--- src/rtl/byte_alu.sv ---
module byte_alu (
  input  logic [4:0] alu_op,
  input  logic [7:0] opnd_a,
  input  logic [7:0] opnd_b,
  input  logic [5:0] imm6,
  input  logic [7:0] flags_in,
  output logic [7:0] res_lo,
  output logic [7:0] res_hi,
  output logic [7:0] flags_out
);
  localparam logic [4:0] OP_ADD = 5'd0,  OP_ADC = 5'd1,  OP_SUB = 5'd2,  OP_SBC = 5'd3;
  localparam logic [4:0] OP_CMP = 5'd4,  OP_CPC = 5'd5,  OP_AND = 5'd6,  OP_OR  = 5'd7;
  localparam logic [4:0] OP_XOR = 5'd8,  OP_COM = 5'd9,  OP_NEG = 5'd10, OP_INC = 5'd11;
  localparam logic [4:0] OP_DEC = 5'd12, OP_LSR = 5'd13, OP_ASR = 5'd14, OP_ROR = 5'd15;
  localparam logic [4:0] OP_SWP = 5'd16, OP_ADW = 5'd17, OP_SBW = 5'd18;

  localparam int FC = 0, FZ = 1, FN = 2, FV = 3, FS = 4, FH = 5;

  logic       cin;
  logic [7:0] r, cv;
  logic [7:0] hi;
  logic [7:0] f;
  logic [15:0] wop, wr;
  logic       upd_s;

  assign cin = flags_in[FC] & (alu_op == OP_ADC || alu_op == OP_SBC || alu_op == OP_CPC);
  assign wop = {opnd_b, opnd_a};

  always_comb begin
    r     = opnd_a;
    hi    = opnd_b;
    f     = flags_in;
    cv    = 8'h00;
    wr    = wop;
    upd_s = 1'b1;
    case (alu_op)
      OP_ADD, OP_ADC: begin
        r     = opnd_a + opnd_b + {7'd0, cin};
        cv    = (opnd_a & opnd_b) | (opnd_a & ~r) | (opnd_b & ~r);
        f[FH] = cv[3];
        f[FC] = cv[7];
        f[FV] = (opnd_a[7] & opnd_b[7] & ~r[7]) | (~opnd_a[7] & ~opnd_b[7] & r[7]);
        f[FN] = r[7];
        f[FZ] = (r == 8'h00);
      end
      OP_SUB, OP_SBC, OP_CMP, OP_CPC: begin
        r     = opnd_a - opnd_b - {7'd0, cin};
        cv    = (~opnd_a & opnd_b) | (opnd_b & r) | (r & ~opnd_a);
        f[FH] = cv[3];
        f[FC] = cv[7];
        f[FV] = (opnd_a[7] & ~opnd_b[7] & ~r[7]) | (~opnd_a[7] & opnd_b[7] & r[7]);
        f[FN] = r[7];
        if (alu_op == OP_SBC || alu_op == OP_CPC)
          f[FZ] = (r == 8'h00) & flags_in[FZ];
        else
          f[FZ] = (r == 8'h00);
        if (alu_op == OP_CMP || alu_op == OP_CPC)
          r = opnd_a;
      end
      OP_AND, OP_OR, OP_XOR, OP_COM: begin
        case (alu_op)
          OP_AND:  r = opnd_a & opnd_b;
          OP_OR:   r = opnd_a | opnd_b;
          OP_XOR:  r = opnd_a ^ opnd_b;
          default: r = ~opnd_a;
        endcase
        f[FV] = 1'b0;
        f[FN] = r[7];
        f[FZ] = (r == 8'h00);
        if (alu_op == OP_COM)
          f[FC] = 1'b1;
      end
      OP_NEG: begin
        r     = 8'h00 - opnd_a;
        f[FC] = (r != 8'h00);
        f[FZ] = (r == 8'h00);
        f[FV] = (r == 8'h80);
        f[FN] = r[7];
        f[FH] = r[3] | opnd_a[3];
      end
      OP_INC, OP_DEC: begin
        r     = (alu_op == OP_INC) ? opnd_a + 8'd1 : opnd_a - 8'd1;
        f[FV] = (alu_op == OP_INC) ? (r == 8'h80) : (r == 8'h7f);
        f[FN] = r[7];
        f[FZ] = (r == 8'h00);
      end
      OP_LSR, OP_ASR, OP_ROR: begin
        case (alu_op)
          OP_LSR:  r = {1'b0, opnd_a[7:1]};
          OP_ASR:  r = {opnd_a[7], opnd_a[7:1]};
          default: r = {flags_in[FC], opnd_a[7:1]};
        endcase
        f[FC] = opnd_a[0];
        f[FN] = r[7];
        f[FV] = r[7] ^ opnd_a[0];
        f[FZ] = (r == 8'h00);
      end
      OP_SWP: begin
        r     = {opnd_a[3:0], opnd_a[7:4]};
        upd_s = 1'b0;
      end
      OP_ADW, OP_SBW: begin
        wr = (alu_op == OP_ADW) ? wop + {10'd0, imm6} : wop - {10'd0, imm6};
        r  = wr[7:0];
        hi = wr[15:8];
        f[FZ] = (wr == 16'h0000);
        f[FN] = wr[15];
        if (alu_op == OP_ADW) begin
          f[FC] = wop[15] & ~wr[15];
          f[FV] = ~wop[15] & wr[15];
        end else begin
          f[FC] = ~wop[15] & wr[15];
          f[FV] = wop[15] & ~wr[15];
        end
      end
      default: upd_s = 1'b0;
    endcase
    if (upd_s)
      f[FS] = f[FN] ^ f[FV];
  end

  assign res_lo    = r;
  assign res_hi    = hi;
  assign flags_out = f;

  always_comb begin
    if (alu_op == OP_NEG && res_lo == 8'h80)
      assert_neg_edge_R6: assert (flags_out[FV] && flags_out[FN] && !flags_out[FS] && flags_out[FC]);
    if (alu_op == OP_INC && opnd_a == 8'h7f)
      assert_inc_ovf_R7: assert (flags_out[FV] && res_lo == 8'h80);
    if (alu_op == OP_DEC && opnd_a == 8'h80)
      assert_dec_ovf_R7: assert (flags_out[FV] && res_lo == 8'h7f);
    if (alu_op >= OP_AND && alu_op <= OP_XOR)
      assert_logic_keep_R4: assert (!flags_out[FV] && flags_out[FC] == flags_in[FC] && flags_out[FH] == flags_in[FH]);
    if (alu_op == OP_COM)
      assert_com_carry_R5: assert (flags_out[FC] && res_lo == ~opnd_a);
    if (alu_op == OP_SWP)
      assert_swap_flags_R9: assert (flags_out == flags_in);
    if (alu_op >= OP_LSR && alu_op <= OP_ROR)
      assert_shift_carry_R8: assert (flags_out[FC] == opnd_a[0]);
    if (alu_op == OP_CMP || alu_op == OP_CPC)
      assert_cmp_keep_R3: assert (res_lo == opnd_a);
  end
endmodule

--- config.mk ---
export PLATFORM = sky130hd
export DESIGN_NAME = byte_alu
export DESIGN_NICKNAME = d
export VERILOG_FILES = /design/src/rtl/byte_alu.sv
export SDC_FILE = /design/constraint.sdc
export NUM_CORES = 1
export LEC_CHECK = 0
export BUFFER_PORTS_ARGS = -buffer_cell sky130_fd_sc_hd__buf_2
export CELL_PAD_IN_SITES_DETAIL_PLACEMENT = 0
export CELL_PAD_IN_SITES_GLOBAL_PLACEMENT = 1
export CORE_ASPECT_RATIO = 1.2
export CORE_UTILIZATION = 47
export DETAILED_ROUTE_END_ITERATION = 16
export PLACE_DENSITY_LB_ADDON = 0.1
export SKIP_LAST_GASP = 1
export SYNTH_ARGS = -nofsm -noshare
export SYNTH_HDL_FRONTEND = slang
export SYNTH_SLANG_ARGS = --single-unit
--- constraint.sdc ---
create_clock -name vclk -period 11.67
set_input_delay 2.9175 -clock vclk [all_inputs]
set_output_delay 2.9175 -clock vclk [all_outputs]
set_load 0.05 [all_outputs]
**After elaboration in Yosys (flattened, before gate mapping)**

Cells that the tools add are included.

- Add/subtract/negate cells: 9
- Divide/modulo/power cells: 0
- Reductions and logical operators: 20
- Eq/ne operators: 21
- Mux-type cells: 19
- Shift operators: 0
- Bitwise gates (word level): 36
- $lt $le $gt $ge: 0
- Multiply operators: 0

Operators with widths:

| kind | number |
|---|---|
| $pmux W8 S8 | 1 |
| $and A8 B8 Y8 | 6 |
| $logic_not A8 Y1 | 6 |
| $eq A5 B4 Y1 const B | 8 |
| $mux W8 | 5 |
| $or A8 B8 Y8 | 5 |
| $pmux W8 S3 | 1 |
| $pmux W3 S7 | 1 |
| $eq A5 B3 Y1 const B | 4 |
| $reduce_or A18 Y1 | 1 |
| $add A16 B6 Y16 | 1 |
| $eq A8 B8 Y1 const B | 2 |
| $logic_not A16 Y1 | 1 |
| $mux W16 | 1 |
| $not A8 Y8 | 2 |
| $pmux W8 S2 | 1 |
| $sub A16 B6 Y16 | 1 |
| $eq A5 B5 Y1 const B | 3 |
| $and A1 B1 Y1 | 12 |
| $eq A5 B2 Y1 const B | 2 |
| $add A8 B1 Y8 | 1 |
| $add A8 B1 Y8 const B | 1 |
| $add A8 B8 Y8 | 1 |
| $eq A8 B7 Y1 const B | 1 |
| 18 further kinds | 37 |

- Output and inout bits: 24
- Logic and storage cells: 105
- Memory bits (read-only): 0
- Bits of input ports: 35
- Bits in latches: 0
- Flip-flop bits (word level): 0
- Memories: 0
- RAM bits: 0

**Longest topological paths before layout**

Gate-level depths: netlist (run 1).

- Word-level depth: 11
- Gate-level depth with buffers: 19
- Depth with buffers taken out: 17

**Worst setup path before layout (run 1)**

OpenSTA, ideal clock, no wires.

- Kind: input-to-output
- Start: input alu_op[2]
- End: output flags_out[4]
- Buffers on the path: 2
- Slack: 1.900 ns
- Stages on the path: 17
- Required time: 8.753 ns
- Arrival: 6.853 ns
- Path through: buf_2 > buf_1 > a21oi_1 > nand4_1 > inv_1 > fa_1 > inv_1 > ha_1 > o21ai_0 > a211oi_1 > or4_1 > and3_4 > mux2_4 > a211oi_2 > nand4_1 > xor2_1 > nor2_1

- Cells in the longest elaborated chain, start to end: 11
- Elaborated cells between the ends (all ways): 56
- Classes of those cells: add/sub (2); eq/ne (19); mux (11); bitwise (14); reduce/logical (10)

Ends and longest elaborated chain:

| item | RTL line | source |
|---|---|---|
| start: declaration | 2 | `input logic [4:0] alu_op,` |
| $eq A5 B1 Y1 or $eq A5 B2 Y1 (tied branches) | 26, 36 |  |
| $logic_or A1 B1 Y1 (2 in series) | 26 | `assign cin = flags_in[FC] & (alu_op == OP_ADC \|\| alu_op == OP_SBC \|\| alu_op == OP_CPC);` |
| $and A1 B1 Y1 | 26 |  |
| $sub A8 B1 Y8 or $add A8 B1 Y8 (tied branches) | 47, 38 |  |
| $not A1 Y1 (on tied branches) | 51, 42 |  |
| $and A1 B1 Y1 (on tied branches) | 51, 42 |  |
| $or A1 B1 Y1 (on tied branches) | 51, 42 |  |
| $pmux W3 S7 | 36 | `case (alu_op)` |
| $xor A1 B1 Y1 | 119 | `f[FS] = f[FN] ^ f[FV];` |
| $mux W1 (*) | 118 | `if (upd_s)` |
| end: declaration | 9 | `output logic [7:0] flags_out` |

Mark *: on every way between the ends. The rest lies on a longest branch, timed or not. The select of a mux whose other input is x is not followed.

**Final worst setup path (run 1)**

Same ends and word-level chain as after synthesis.

==> results of run 1 <==
placed cells by master (no fill, tap or decap), types with 3 or more instances in the layout:
| cell type | n |
|---|---|
| nor3_1 | 21 |
| nand3_1 | 19 |
| a22oi_1 | 3 |
| o21bai_1 | 5 |
| a222oi_1 | 3 |
| or3_1 | 3 |
| nor2b_1 | 8 |
| a21oi_1 | 27 |
| nand2_1 | 46 |
| a31oi_1 | 11 |
| mux2i_1 | 3 |
| buf_2 | 55 |
| nand2b_1 | 8 |
| inv_1 | 37 |
| fa_1 | 8 |
| o21a_1 | 13 |
| ha_1 | 58 |
| o2111ai_1 | 9 |
| o21ai_0 | 37 |
| a221oi_1 | 7 |
| o21ai_1 | 3 |
| a21o_1 | 8 |
| nand3b_1 | 3 |
| nand4_1 | 9 |
| a211oi_1 | 6 |
| nor4_1 | 11 |
| xor2_1 | 18 |
| xnor2_1 | 22 |
| nor2_1 | 54 |
| o2bb2ai_1 | 3 |
| o211ai_1 | 7 |
| o221ai_1 | 3 |
Yosys cell counts (3+ instances only):
master,number
buf_2,6
a222oi_1,3
inv_1,37
nand2b_1,8
nand3b_1,3
xor2_1,18
a21o_1,8
a22oi_1,3
nand2_1,46
or3_1,3
o21ai_1,3
fa_1,8
a211oi_1,6
clkbuf_1,13
o211ai_1,7
o2111ai_1,9
nor4_1,11
o21a_1,13
o21bai_1,5
a31oi_1,11
o221ai_1,3
a221oi_1,7
nand4_1,9
nor3_1,21
ha_1,58
nor2_1,54
xnor2_1,22
nor2b_1,8
mux2i_1,3
o2bb2ai_1,3
o21ai_0,37
nand3_1,19
a21oi_1,27
power by group through the flow:
stage / clock network [mW] / logic (mW) / registers (mW)
floorplan: 0 / 0.174 / 0
global placement: 0 / 0.233 / 0
detailed placement: 0 / 0.233 / 0
CTS: 0 / 0.235 / 0
global route: 0 / 0.257 / 0
finish: 0 / 0.239 / 0
metal layers:
metal  vias up  wire length [um]
met4         0               694
met2       238              6679
met3        47              1094
li1       2082                 -
met1      2073              5793
met5         -                 0
critical path, cell delays in order:
cell	delay [ps]
buf_2	280
a21oi_1	130
nand4_1	140
inv_1	90
fa_1	420
a21o_1	180
a21oi_1	290
o21bai_1	100
a21oi_1	230
o21bai_1	110
a21oi_1	240
fa_1	540
mux2i_1	220
o21ai_0	110
a211oi_2	210
nand4_1	170
xor2_1	200
nor2_1	100
buf_2	260
area by class of cell:
class | count | area, um2 | share of cell area
timing repair buffer | 56 | 282.8 | 0.07030
inverter | 38 | 142.6 | 0.03546
tap | 92 | 115.1 | 0.02862
multi-input combinational | 482 | 3482 | 0.8656
logic make-up after synthesis:
kind of cell | after synthesis | synth area share
AOI/OAI and AO/OA | 165 | 0.3011
buffers and inverters | 63 | 0.07109
and+or+nand+nor | 206 | 0.2817
muxes | 4 | 0.01202
xor gates and xnor gates | 41 | 0.09780
adders and majority gates | 66 | 0.2363
final timing paths:
path              slack, ps   startpoint      endpoint  depth (start not counted)
setup / recovery       1810    alu_op[2]  flags_out[4]                         19
hold / removal         5840  flags_in[6]  flags_out[6]                          0
==> impl_metrics.tcl, run 1 <==
set metrics [dict create \
    outcome "finished clean" \
    p_switching_uw 158.3 \
    clockBufferCount 0 \
    met2_usage 0.5738 \
    grt.met1_usage 0.4173 \
    grt_pass1_vias 4054 \
    cp-start-kind "primary input" \
    whs_ps 5835 \
    netlist_area_um2 3749 \
    drc 0 \
    max_freq_mhz 101.4 \
    antenna_left 0 \
    setup_slack_ps 1808 \
    setup_tns_ps 0 \
    intPower_uw 80.42 \
    synth_nets 646 \
    fill_cells 790 \
    postCtsHoldBufs 0 \
    dp_slack_ps 1840 \
    drive_gt1_frac 0.1250 \
    stdcell_area_um2 4023 \
    busiest_layer "met2" \
    grt_use_total 0.3318 \
    clkPwrFrac 0 \
    post_drt_wl_per_cell_um 21.35 \
    overflow 0 \
    core_area_um2 7707 \
    critPathKind "primary input to primary output" \
    synthCells 545 \
    drtIter0Drc 354 \
    use_met3 0.03701 \
    post-route-util 0.5219 \
    synth-warning-count 0 \
    hold_path.class "primary input to primary output" \
    antenna_cells 0 \
    max-vdd-ir-drop_v 0.00002512 \
    power_density_nw_per_um2 59.35 \
    cellLeakagePower_nw 1.715 \
    p_comb_frac 1.000 \
    grt_pass1_wl_um 21890 \
    synthTopCellsByArea "ha_1 (19%), nor2_1 (5.4%), xnor2_1 (5.1%)" \
    max-cap-violations 0 \
    p_sw_frac 0.6632 \
    drt-pass1-iter-count 7 \
    p_seq_frac 0 \
    synth_top_area_cell "ha_1" \
    tightest_slew_ps 1116 \
    wirelength_um 14260 \
    post_cts_resized 0 \
    yosysTopAreaCellShare 0.1936 \
    start_util 0.4864 \
    seq_cell_count 0 \
    endpoint_kind "primary output" \
    worstPathMaxFanout 18 \
    antenna_found_initial 0 \
    yosysUniqueCellTypes 73 \
    grt_max_degree 21 \
    p_total_uw 238.8 \
    ioPinCount 59 \
    required_ps 8750 \
    rows 35 \
    regArea_um2 0 \
    cts_setup_buffers 0 \
    area_delta_synth_final_pct 7.310 \
    avgViaCountPerCell 6.647 \
    dieArea_um2 8338 \
    setup_viol 0 \
    worstPathArrival_ps 6940 \
    drv_slew 0 \
    fin_crit_ps 9862 \
    gp_congestion 1.013 \
    rsz0062_at_grt "false" \
    synth.avg_cell_area_um2 6.878 \
    final-hold-violation-count 0 \
    fp.dieH_um 99.83 \
    placedCellCount 668 \
    slew_headroom 0.2506 \
    vias 4440 \
    die_w_um 83.53 \
    finalNonFillerCells 668 \
    ys_seq_area_frac 0 \
    finalNetCount 679 \
    dp_hpwl_um 11450 \
    portBuffers 55 \
    finalCritPeriodShare 0.8451 \
    place_area_um2 4023 \
]
Note: power is estimated with default switching activity, not from simulation.
==> run 2, diff against run 1 <==
- CORE_UTILIZATION: 47 -> 39
- clock period: 11.67 -> 9.05 ns (I/O delays scaled with it)
==> run 2 against run 1 <==
Die area increased by 20%; non-clock buffer count grew 9; count of clock-buffer cells in the layout is the same; global-route usage down 2.7 points; flip-flop and latch count stayed put; cell area grew 2.6%; via count rose by 0.50%; final cell count grew 5.5%; worst hold slack got worse by 1300 ps; setup slack worse by 1400 ps; combinational power increased by 32%.
==> impl_metrics.tcl, run 2 (same netlist as run 1, synthesis figures left out) <==
set metrics [dict create \
    overflow 0 \
    endpoint_kind "primary output" \
    final-hold-violation-count 0 \
    grt_use_total 0.3047 \
    drive_gt1_frac 0.1385 \
    drtIter0Drc 332 \
    critPathKind "primary input to primary output" \
    max-vdd-ir-drop_v 0.00003530 \
    hold_path.class "primary input to primary output" \
    cp_slowest_cell "xor2_1" \
    stdcell_area_um2 4125 \
    worstPathMaxFanout 16 \
    drv_slew 0 \
    cp.depth 16 \
    endpoint "flags_out[4]" \
    dieArea_um2 10010 \
    postCtsHoldBufs 0 \
    gp_congestion 1.029 \
    cellLeakagePower_nw 1.759 \
    seq_cell_count 0 \
    setup_tns_ps 0 \
    critPathTopFamily "compound AO/OA/AOI/OAI gates" \
    vias 4462 \
    tightest_slew_ps 1188 \
    grt_max_degree 21 \
    drc 0 \
    portBuffers 55 \
    cts_setup_buffers 0 \
    outcome "finished clean" \
    die_w_um 91.50 \
    start_util 0.4085 \
    regArea_um2 0 \
    clockBufferCount 0 \
    avgViaCountPerCell 6.329 \
    final_common_cell "ha_1" \
    wirelength_um 15350 \
    antenna_found_initial 0 \
    required_ps 6790 \
    layout_common_cells "ha_1 (58), buf_2 (55), nor2_1 (54)" \
    post_cts_resized 0 \
    post_drt_wl_per_cell_um 21.77 \
    worstPathArrival_ps 6330 \
    dp_hpwl_um 12370 \
    finalCritPeriodShare 0.9500 \
    max_freq_mhz 116.3 \
    startpoint "alu_op[0]" \
    slew_headroom 0.2017 \
    drt-pass1-iter-count 6 \
    grt_pass1_wl_um 23540 \
    finalNetCount 688 \
    rsz0062_at_grt "false" \
    fill_cells 1029 \
    hold_path.startpoint "flags_in[6]" \
    ioPinCount 59 \
    rows 38 \
    max-cap-violations 0 \
    fin_crit_ps 8597 \
    fp.dieH_um 109.4 \
    cp_num_buf_inv 2 \
    core_area_um2 9176 \
    cp-start-kind "primary input" \
    grt_pass1_vias 4251 \
    path_cells "buf_2, nor2b_1, and3_1, nor2_1, xor2_1, ha_1, o21ai_0, o21a_1, o21ai_0, a31oi_1, o21ai_0, xor2_1, o21ba_4, xor2_1, nor2_1, buf_2" \
    antenna_left 0 \
    antenna_cells 0 \
    place_area_um2 4125 \
    power_density_nw_per_um2 76.47 \
    setup_viol 0 \
    slowest_delay_ps 590 \
    area_delta_synth_final_pct 10.05 \
]
==> run 2: cell types whose count changed in the layout (fill, tap and decap cells not counted), sizes merged <==
cell,change
buf,+9
==> run 2: worst min-delay path by stage <==
stage / to / slack [ps] / depth (start not counted)
detailed placement: flags_out[6] / 4530 / 0
finish: flags_out[6] / 4530 / 0
global placement: flags_out[6] / 4530 / 0
floorplan: flags_out[6] / 4690 / 1
CTS: flags_out[6] / 4530 / 0
global route: flags_out[6] / 4530 / 0
==> run 2: layout make-up <==
class / count / area [um2] / area share
Multi-Input combinational cell: 482 / 3482 / 0.8441
Tap cell: 120 / 150.1 / 0.03640
Inverter: 38 / 142.6 / 0.03458
Timing Repair Buffer: 65 / 350.3 / 0.08493
==> run 2: per-layer routing <==
layer	up-vias	part of all wire	global-route usage
li1	2100	-	-
met1	2095	0.41	0.3752
met2	222	0.48	0.5365
met3	45	0.074	0.03734
met4	0	0.040	0.1270
met5	-	0	0
==> run 2: per-stage QoR <==
step / hold slack [ps] / utilization / total power, mW / worst slack [ps] / std cells
3_5_place_dp: 4525 / 0.4496 / 0.3105 / 470.8 / 705
4_1_cts: 4525 / 0.4496 / 0.3117 / 471.3 / 705
5_1_grt: 4525 / 0.4496 / 0.3385 / 36.28 / 705
6_report: 4525 / 0.4496 / 0.3154 / 452.8 / 705
2_1_floorplan: 4692 / - / 0.2244 / 589.7 / 545
3_3_place_gp: 4525 / 0.4496 / 0.3100 / 465.8 / 705
==> run 2: where the power goes <==
group,switching [mW],internal (mW)
registers,0,0
clock network,0,0
logic,0.210,0.106
total,0.210,0.106
